## src/rtl/clkpm_pkg.sv

```systemverilog
package clkpm_pkg;

    typedef enum logic [1:0] {
        PM_FAST = 2'b00,
        PM_SLOW = 2'b01,
        PM_IDLE = 2'b10,
        PM_STOP = 2'b11
    } pm_mode_e;

    typedef struct packed {
        pm_mode_e mode;
        pm_mode_e ret;
    } pm_state_t;

    typedef struct packed {
        logic fast;
        logic slow;
        logic cpu;
        logic wkt;
        logic wdt;
    } pm_gates_t;

    function automatic logic pm_is_run(input pm_mode_e m);
        return (m == PM_FAST) || (m == PM_SLOW);
    endfunction

endpackage

```

## src/rtl/clkpm_mode_fsm.sv

```systemverilog
module clkpm_mode_fsm
    import clkpm_pkg::*;
(
    input  logic     clk,
    input  logic     rst_n,
    input  logic     req_valid,
    input  pm_mode_e req_mode,
    input  logic     wake_hit,
    output pm_mode_e mode_q,
    output logic     mode_chg
);

    pm_state_t st_d, st_q;

    always_comb begin
        st_d = st_q;
        if (pm_is_run(st_q.mode)) begin
            if (req_valid) begin
                if (!pm_is_run(req_mode)) begin
                    st_d.ret = st_q.mode;
                end
                st_d.mode = req_mode;
            end
        end else if (wake_hit) begin
            st_d.mode = st_q.ret;
        end
    end

    always_ff @(posedge clk or negedge rst_n) begin
        if (!rst_n) begin
            st_q <= '{mode: PM_FAST, ret: PM_FAST};
        end else begin
            st_q <= st_d;
        end
    end

    assign mode_q   = st_q.mode;
    assign mode_chg = (st_d.mode != st_q.mode);

endmodule

```

## src/rtl/clkpm_gate_dec.sv

```systemverilog
module clkpm_gate_dec
    import clkpm_pkg::*;
(
    input  pm_mode_e  mode,
    input  logic      keep_fast,
    input  logic      wdt_stop_run,
    input  logic      fast_en,
    input  logic      slow_en,
    output pm_gates_t gates,
    output logic      src_en
);

    always_comb begin
        gates  = '0;
        src_en = 1'b0;
        unique case (mode)
            PM_FAST: begin
                gates  = '{fast: 1'b1, slow: 1'b1, cpu: 1'b1, wkt: 1'b1, wdt: 1'b1};
                src_en = fast_en;
            end
            PM_SLOW: begin
                gates  = '{fast: keep_fast, slow: 1'b1, cpu: 1'b1, wkt: 1'b1, wdt: 1'b1};
                src_en = slow_en;
            end
            PM_IDLE: begin
                gates  = '{fast: 1'b0, slow: 1'b1, cpu: 1'b0, wkt: 1'b1, wdt: 1'b1};
            end
            PM_STOP: begin
                gates  = '{fast: 1'b0, slow: 1'b0, cpu: 1'b0, wkt: 1'b0, wdt: wdt_stop_run};
            end
            default: begin
                gates  = '0;
            end
        endcase
    end

endmodule

```

## src/rtl/clkpm_prescaler.sv

```systemverilog
module clkpm_prescaler #(
    parameter int DIV_SEL_W = 2,
    localparam int CNT_W    = (1 << DIV_SEL_W) - 1
) (
    input  logic                 clk,
    input  logic                 rst_n,
    input  logic                 src_en,
    input  logic                 restart,
    input  logic [DIV_SEL_W-1:0] div_sel,
    output logic                 tick
);

    typedef struct packed {
        logic [CNT_W-1:0]     cnt;
        logic [DIV_SEL_W-1:0] ratio;
        logic                 tick;
    } div_state_t;

    localparam logic [CNT_W-1:0] ONE = CNT_W'(1);

    div_state_t       st_d, st_q;
    logic [CNT_W-1:0] lim;
    logic             wrap;

    always_comb begin
        lim  = (ONE << st_q.ratio) - ONE;
        wrap = src_en && (st_q.cnt == lim);
        st_d      = st_q;
        st_d.tick = wrap;
        if (wrap) begin
            st_d.ratio = div_sel;
        end
        if (restart || wrap) begin
            st_d.cnt = '0;
        end else if (src_en) begin
            st_d.cnt = st_q.cnt + ONE;
        end
    end

    always_ff @(posedge clk or negedge rst_n) begin
        if (!rst_n) begin
            st_q <= '0;
        end else begin
            st_q <= st_d;
        end
    end

    assign tick = st_q.tick;

endmodule

```

## src/rtl/clk_pwr_ctrl.sv

```systemverilog
module clk_pwr_ctrl
    import clkpm_pkg::*;
#(
    parameter int NUM_WAKE  = 4,
    parameter int DIV_SEL_W = 2
) (
    input  logic                 clk,
    input  logic                 rst_n,
    input  logic                 fast_en_i,
    input  logic                 slow_en_i,
    input  logic                 mode_req_valid_i,
    input  logic [1:0]           mode_req_i,
    input  logic [DIV_SEL_W-1:0] div_sel_i,
    input  logic                 keep_fast_i,
    input  logic                 wdt_stop_run_i,
    input  logic [NUM_WAKE-1:0]  wake_i,
    input  logic [NUM_WAKE-1:0]  wake_mask_i,
    output logic [1:0]           mode_o,
    output logic                 fast_gate_o,
    output logic                 slow_gate_o,
    output logic                 cpu_gate_o,
    output logic                 wkt_gate_o,
    output logic                 wdt_gate_o,
    output logic                 sys_tick_o
);

    pm_mode_e  cur_mode;
    logic      mode_chg;
    logic      wake_hit;
    logic      src_en;
    pm_gates_t gates;

    assign wake_hit = |(wake_i & wake_mask_i);

    clkpm_mode_fsm u_fsm (
        .clk       (clk),
        .rst_n     (rst_n),
        .req_valid (mode_req_valid_i),
        .req_mode  (pm_mode_e'(mode_req_i)),
        .wake_hit  (wake_hit),
        .mode_q    (cur_mode),
        .mode_chg  (mode_chg)
    );

    clkpm_gate_dec u_dec (
        .mode         (cur_mode),
        .keep_fast    (keep_fast_i),
        .wdt_stop_run (wdt_stop_run_i),
        .fast_en      (fast_en_i),
        .slow_en      (slow_en_i),
        .gates        (gates),
        .src_en       (src_en)
    );

    clkpm_prescaler #(
        .DIV_SEL_W (DIV_SEL_W)
    ) u_div (
        .clk     (clk),
        .rst_n   (rst_n),
        .src_en  (src_en),
        .restart (mode_chg),
        .div_sel (div_sel_i),
        .tick    (sys_tick_o)
    );

    assign mode_o      = cur_mode;
    assign fast_gate_o = gates.fast;
    assign slow_gate_o = gates.slow;
    assign cpu_gate_o  = gates.cpu;
    assign wkt_gate_o  = gates.wkt;
    assign wdt_gate_o  = gates.wdt;

endmodule

```

## config.mk

```make
export PLATFORM = sky130hd
export DESIGN_NAME = clk_pwr_ctrl
export DESIGN_NICKNAME = d
export VERILOG_FILES = /design/src/rtl/clkpm_pkg.sv /design/src/rtl/clkpm_mode_fsm.sv /design/src/rtl/clkpm_gate_dec.sv /design/src/rtl/clkpm_prescaler.sv /design/src/rtl/clk_pwr_ctrl.sv
export SDC_FILE = /design/constraint.sdc
export NUM_CORES = 1
export LEC_CHECK = 0
export CAP_MARGIN = 20
export CORE_MARGIN = 5
export CORE_UTILIZATION = 40
export DETAILED_ROUTE_END_ITERATION = 7
export DONT_BUFFER_PORTS = 1
export SYNTH_ARGS = -nofsm -noshare
export SYNTH_HDL_FRONTEND = slang
export SYNTH_HIERARCHICAL = 1
export SYNTH_SLANG_ARGS = --single-unit
```

## constraint.sdc

```tcl
create_clock -name clk -period 2 [get_ports clk]
set_input_delay 0.2 -clock clk [delete_from_list [all_inputs] [get_ports clk]]
set_output_delay 0.2 -clock clk [all_outputs]
set_load 0.01 [all_outputs]
```

==> results.md, run 1 <==
- Outcome: completed
- Crit path time final: 1.54 ns
- Worst path slowest cell: dfrtp_1
- EDFF count, synth: 0
- Most common cell after layout, fill and taps aside: dfrtp_1
- Setup TNS: 0 ns
- Main area contributors after synthesis: dfrtp_1 43%, mux2i_1 5.1%, xnor2_1 4.5%
- Signal arrival time at the worst endpoint: 1.68 ns
- GRT Total Usage: 0.108
- Routed wire length: 1.05 mm
- Syn_nets: 77
- Clk sinks: 10
- # fillers: 125
- Final hold violation count: 0
- Maximum operating frequency: 0.648 GHz
- Lkg Pwr: 0.304 nW
- Number of H-tree levels: 1
- Actual slew at the worst max-slew pin: 0.424 ns
- Worst setup EP type: flop
- Synth cell types: 26
- Estimated wirelength of the detail-placed design: 809 µm
- Commonest cells after routing, fill and taps aside: 10 x dfrtp_1, 5 x nand2_1, 4 x nor3_1
- Worst skew pair latency: 0.25 ns
- CTS tree: yes
- Site Rows: 13
- Synthesized flop and latch total: 10
- Maximum vdd drop: 0.529 mV
- Final setup fails: 0
- Cts bufs inserted: 3
- Via count: 399
- Crit start category: flop
- Largest net degree at the start of global routing: 11
- Die Area: 2330 µm²
- Core ar.: 1330 µm²
- N_diodes: 0
- Max cap viols: 0
- # resized after CTS: 0
- Async set or reset register ratio after synthesis: 1.00
- Post-synth top area cell: dfrtp_1
- Max FO, Critical Path: 6
- Sequential Area: 250 µm²
- WL/cell: 13.8 µm
- Reg clk slew, reported paths: 0.06 ns
- Hold depth: 1
- Overflow after GRT: 0
- Area of the multi-input gates: 300 µm²
- CP max stage delay: 0.39 ns
- PwrDens: 1160 nW/µm²
- Most used DFF post-synth: dfrtp_1
- Kind of critical path: flop to flop
- Max-slew violations: 0
- HP Class: input port to flop
- Placed cell count: 71
- P&R area growth vs syn: 9.85%
- Vias/cell: 5.25
- Post-CTS setup buffers: 0
- CP Data Required Time: 2.14 ns
- Maximum clock insertion buffer count: 2
- Placer Congestion: 0.690
- Hold_buf cts: 1
- Post-Layout Cell Count: 76
- Synth top area share: 0.428
- Worst path cell trace: mux2i_1 > nor2_1 > a21boi_4 > mux2_1
- Syn Inst Count: 57
- Sequential fraction of the synthesis area: 0.428
- Pre-antenna DRT Iters: 3
- Number of global-route vias before repair: 390
- Initial Utilization: 0.438
- Synthesized area: 584 µm²
- First-pass GRT wire length: 1.66 mm
- Yosys Warn Count: 6
- Remaining DRCs: 0
- PortBufs: 0
- Chip width: 48.2 µm
- Share of cells above drive strength 1: 0.213
- RSZ-0062 raised after global routing: no
- IO Count: 27
- Tcrit/Tclk final: 0.771
- Antenna violations before repair: 0
- Mean Syn Cell Area: 10.3 µm²
- Max-slew headroom: 0.717
- Worst R2R Path Depth: 4
- Nets: 82
- Die Span Y: 48.2 µm
- ANT nets after route: 0
- Root Buffer: clkbuf_4
- Clk_skew: 0.000695 ns
- Initial DRC count: 1
[metal layers]
layer	GRT usage	routed length (µm)	part of all wire
met5	0	0	0
met4	0.0484	0	0
met3	0.0517	90	0.086
met2	0.167	512	0.49
met1	0.126	449	0.43
[sequential cells by signal, indices dropped and copies added, names as in the netlist]
| name | cells |
|---|---|
| u_div/st_q | 5 |
| u_fsm/mode_q | 2 |
| u_fsm/st_q | 2 |
| u_div/tick | 1 |
[final cells by class]
| type | count | area share |
|---|---|---|
| Clock buffer | 4 | 0.0565 |
| Inverter | 3 | 0.0175 |
| Sequential cell | 10 | 0.390 |
| Tap cell | 15 | 0.0292 |
| Timing Repair Buffer | 3 | 0.0390 |
| Multi-Input combinational cell | 41 | 0.468 |
[stage by stage]
| stage | instance area [µm²] | total power [W] | worst slack [ns] | util | hold slack, ns |
|---|---|---|---|---|---|
| 4_1_cts | 642 | 0.000759 | 0.441 | 0.481 | 0.0667 |
| 3_3_place_gp | 596 | 0.000561 | 0.500 | 0.447 | -0.0953 |
| 2_1_floorplan | 584 | 0.000528 | 0.351 | - | -0.0956 |
| 3_5_place_dp | 596 | 0.000568 | 0.456 | 0.447 | -0.0953 |
| 5_1_grt | 642 | 0.000811 | 0.357 | 0.481 | 0.0680 |
| 6_report | 642 | 0.000744 | 0.457 | 0.481 | 0.0765 |
[worst paths after layout]
path	startpoint	endpoint	slack (ns)
min in group asynchronous	rst_n	u_div/st_q[2]	0.31
max in group asynchronous	rst_n	u_fsm/mode_q[1]	1.39
hold reg to reg	u_div/st_q[2]	u_div/st_q[2]	0.52
setup / recovery	u_fsm/mode_q[0]	u_div/st_q[1]	0.46
setup reg to reg	u_fsm/mode_q[0]	u_div/st_q[1]	0.46
hold / removal	div_sel_i[1]	u_div/st_q[2]	0.08
[synthesized netlist by cell type, types with 2 or more instances]
library cell and number:
mux2i_1 3, xor2_1 2, a22oi_1 2, nand2_1 5, inv_1 3, xnor2_1 3, mux2_1 2, nor3_1 4
buf_4 3, dfrtp_1 10, a21oi_1 2, nor2_1 2, nand2_2 2, o21ai_0 2
[cells by family after synthesis]
group / Yosys count / synth area share
mux: 6 / 0.116
simple gates: 19 / 0.176
buf+inv: 6 / 0.0578
fa+ha+maj: 1 / 0.0214
flops: 10 / 0.428
compound gates: 10 / 0.126
xor+xnor: 5 / 0.0750
[power by group]
| group | leakage, nW | switching, W | internal (W) |
|---|---|---|---|
| registers | 0.128 | 0.0000622 | 0.000263 |
| clock network | 0.0210 | 0.0000627 | 0.000110 |
| logic | 0.155 | 0.000122 | 0.000123 |
[critical path, delay by kind of cell (launching register included)]
family,cells,cell delay [ns]
flip-flops,1,0.39
multiplexers,2,0.46
AND/OR/NAND/NOR,1,0.25
AO/OA/AOI/OAI,1,0.33
No activity file was read; power rests on OpenSTA's default activity.
==> inputs of run 2 (changes only) <==
- clock period: 2 -> 1.6 ns (I/O delays scaled with it)
==> run 2 against run 1 <==
Critical path depth is the same. Power grew 26%. Sequential cell count is the same.
==> results.md, run 2 (same netlist as run 1, synthesis figures left out) <==
- Outcome: completed
- Worst setup margin: 0.149 ns (-0.308 ns)
- Max cap viols: 0 (unchanged)
- Maximum clock insertion buffer count: 2 (unchanged)
- IO Count: 27 (unchanged)
- Dpl ws: 0.153 ns (-0.304 ns)
- Cts bufs inserted: 3 (unchanged)
- Chip width: 48.2 µm (unchanged)
- Clk sinks: 10 (unchanged)
- Final hold violation count: 0 (unchanged)
- Number of global-route vias before repair: 354 (-9.2%)
- Most common cell after layout, fill and taps aside: dfrtp_1
- N_diodes: 0 (unchanged)
- Max-slew violations: 0 (unchanged)
- Largest net degree at the start of global routing: 11 (unchanged)
- GR Layer Usage met1: 0.120 (-0.00540)
- CTS tree: yes
- Placed cell count: 72 (+1.4%)
- Die Area: 2330 µm² (unchanged)
- Kind of critical path: flop to flop
- Remaining DRCs: 0 (unchanged)
- Grt peak-use layer: met2
- Number of H-tree levels: 1 (unchanged)
- RSZ-0062 raised after global routing: no
- Estimated wirelength of the detail-placed design: 802 µm (-0.77%)
- Met2 Use GR: 0.125 (-0.0417)
- HP Class: input port to flop
- Fin Hold WS: 0.0336 ns (-0.0430 ns)
- Die Span Y: 48.2 µm (unchanged)
- Clk_skew: 0.00364 ns (+0.00295 ns)
- Setup TNS: 0 ns (unchanged)
- Largest register FFs: 5 (unchanged)
- Via count: 410 (+2.8%)
- Tcrit/Tclk final: 0.907 (+0.136)
- Initial DRC count: 3 (+2)
- Crit path time final: 1.45 ns (-0.0915 ns)
- Max FO, Critical Path: 6 (unchanged)
- PwrDens: 1440 nW/µm² (+24%)
- Final setup fails: 0 (unchanged)
- Lkg Pwr: 0.309 nW (+1.7%)
- First-pass GRT wire length: 1.48 mm (-11%)
- Worst R2R Path Depth: 4 (unchanged)
- ANT nets after route: 0 (unchanged)
- # fillers: 131 (+4.8%)
- Actual slew at the worst max-slew pin: 0.428 ns (+0.00458 ns)
- GRT Total Usage: 0.0946 (-0.0131)
- Root Buffer: clkbuf_4
- Worst skew pair latency: 0.26 ns (about the same)
- Placed cell areas: 606 µm² (+1.7%)
- Nets: 83 (+1.2%)
- Core ar.: 1330 µm² (unchanged)
- WL/cell: 13.0 µm (-6.0%)
- Crit start category: flop
- Maximum operating frequency: 0.689 GHz (+6.3%)
- Post-Layout Cell Count: 77 (+1.3%)
- Final instance area: 652 µm² (+1.6%)
- P&R area growth vs syn: 11.6%
- Overflow after GRT: 0 (unchanged)
- Pre-antenna DRT Iters: 4 (+1)
- Maximum vdd drop: 0.774 mV (+46%)
- Reg with most FFs: u_div/st_q
- Reg clk slew, reported paths: 0.06 ns (about the same)
- PortBufs: 0 (unchanged)
- M3 GR Usage: 0.0738 (+0.0221)
- Signal arrival time at the worst endpoint: 1.59 ns (-0.09 ns)
- Max-slew headroom: 0.713 (-0.00307)
- Site Rows: 13 (unchanged)
- Routed wire length: 1.00 mm (-4.8%)
- Initial Utilization: 0.438 (unchanged)
- Worst setup EP type: flop
- CP Data Required Time: 1.74 ns (-0.40 ns)
- Antenna violations before repair: 0 (unchanged)
- Share of cells above drive strength 1: 0.242 (+0.0288)
- Vias/cell: 5.32 (+1.4%)
- Placer Congestion: 0.662 (-4.0%)
- Commonest cells after routing, fill and taps aside: 10 x dfrtp_1, 5 x nand2_1, 4 x nor3_1
- Hold depth: 1 (unchanged)
[run 2: what timing repair did]
| item | in CTS | in global routing |
|---|---|---|
| setup buffers | 0 | 0 |
| resized for setup | 0 | 0 |
| hold buffers | 1 | 0 |
| hold endpoints to repair | 10 | 0 |
[run 2: routing by layer]
metal | vias up | wire [µm]
met5 | - | 0
met4 | 0 | 0
met3 | 0 | 124
met2 | 23 | 448
met1 | 186 | 429
li1 | 201 | -
[run 2: metrics by stage]
stage | util | power, W
after detailed placement | 0.454 | 0.000719
after floorplan | - | 0.000661
after global routing | 0.489 | 0.00101
after CTS | 0.489 | 0.000952
after global placement | 0.454 | 0.000715
final | 0.489 | 0.000940
[run 2: final timing paths]
check                                   start  slack (ns)       endpoint
worst max-delay path            u_div/st_q[1]        0.15  u_div/st_q[1]
worst min-delay path             div_sel_i[1]        0.03  u_div/st_q[2]
worst max register to register  u_div/st_q[1]        0.15  u_div/st_q[1]
worst min register to register  u_fsm/st_q[1]        0.52  u_fsm/st_q[1]
max in group asynchronous               rst_n        1.03  u_div/st_q[5]
min in group asynchronous               rst_n        0.27  u_div/st_q[2]
[run 2: power by group]
group | internal, W | total (W) | switching [W] | leakage, nW
sequential | 0.000329 | 0.000409 | 0.0000794 | 0.128
combinational | 0.000160 | 0.000312 | 0.000151 | 0.160
clock | 0.000138 | 0.000220 | 0.0000822 | 0.0210
total | 0.000628 | 0.000940 | 0.000313 | 0.309
[run 2: final cells by class]
cell class,count,area (µm²),area share
multi-input combinational,41,303,0.464
sequential,10,250,0.384
clock buffer,4,36.3,0.0557
timing repair buffer,4,32.5,0.0499
tap,15,18.8,0.0288
inverter,3,11.3,0.0173
[run 2: worst max-delay path: stages (launching register included)]
cell and delay (ns):
dfrtp_1 0.41, xnor2_1 0.16, nand4_1 0.16, a21boi_4 0.27, mux2_1 0.34
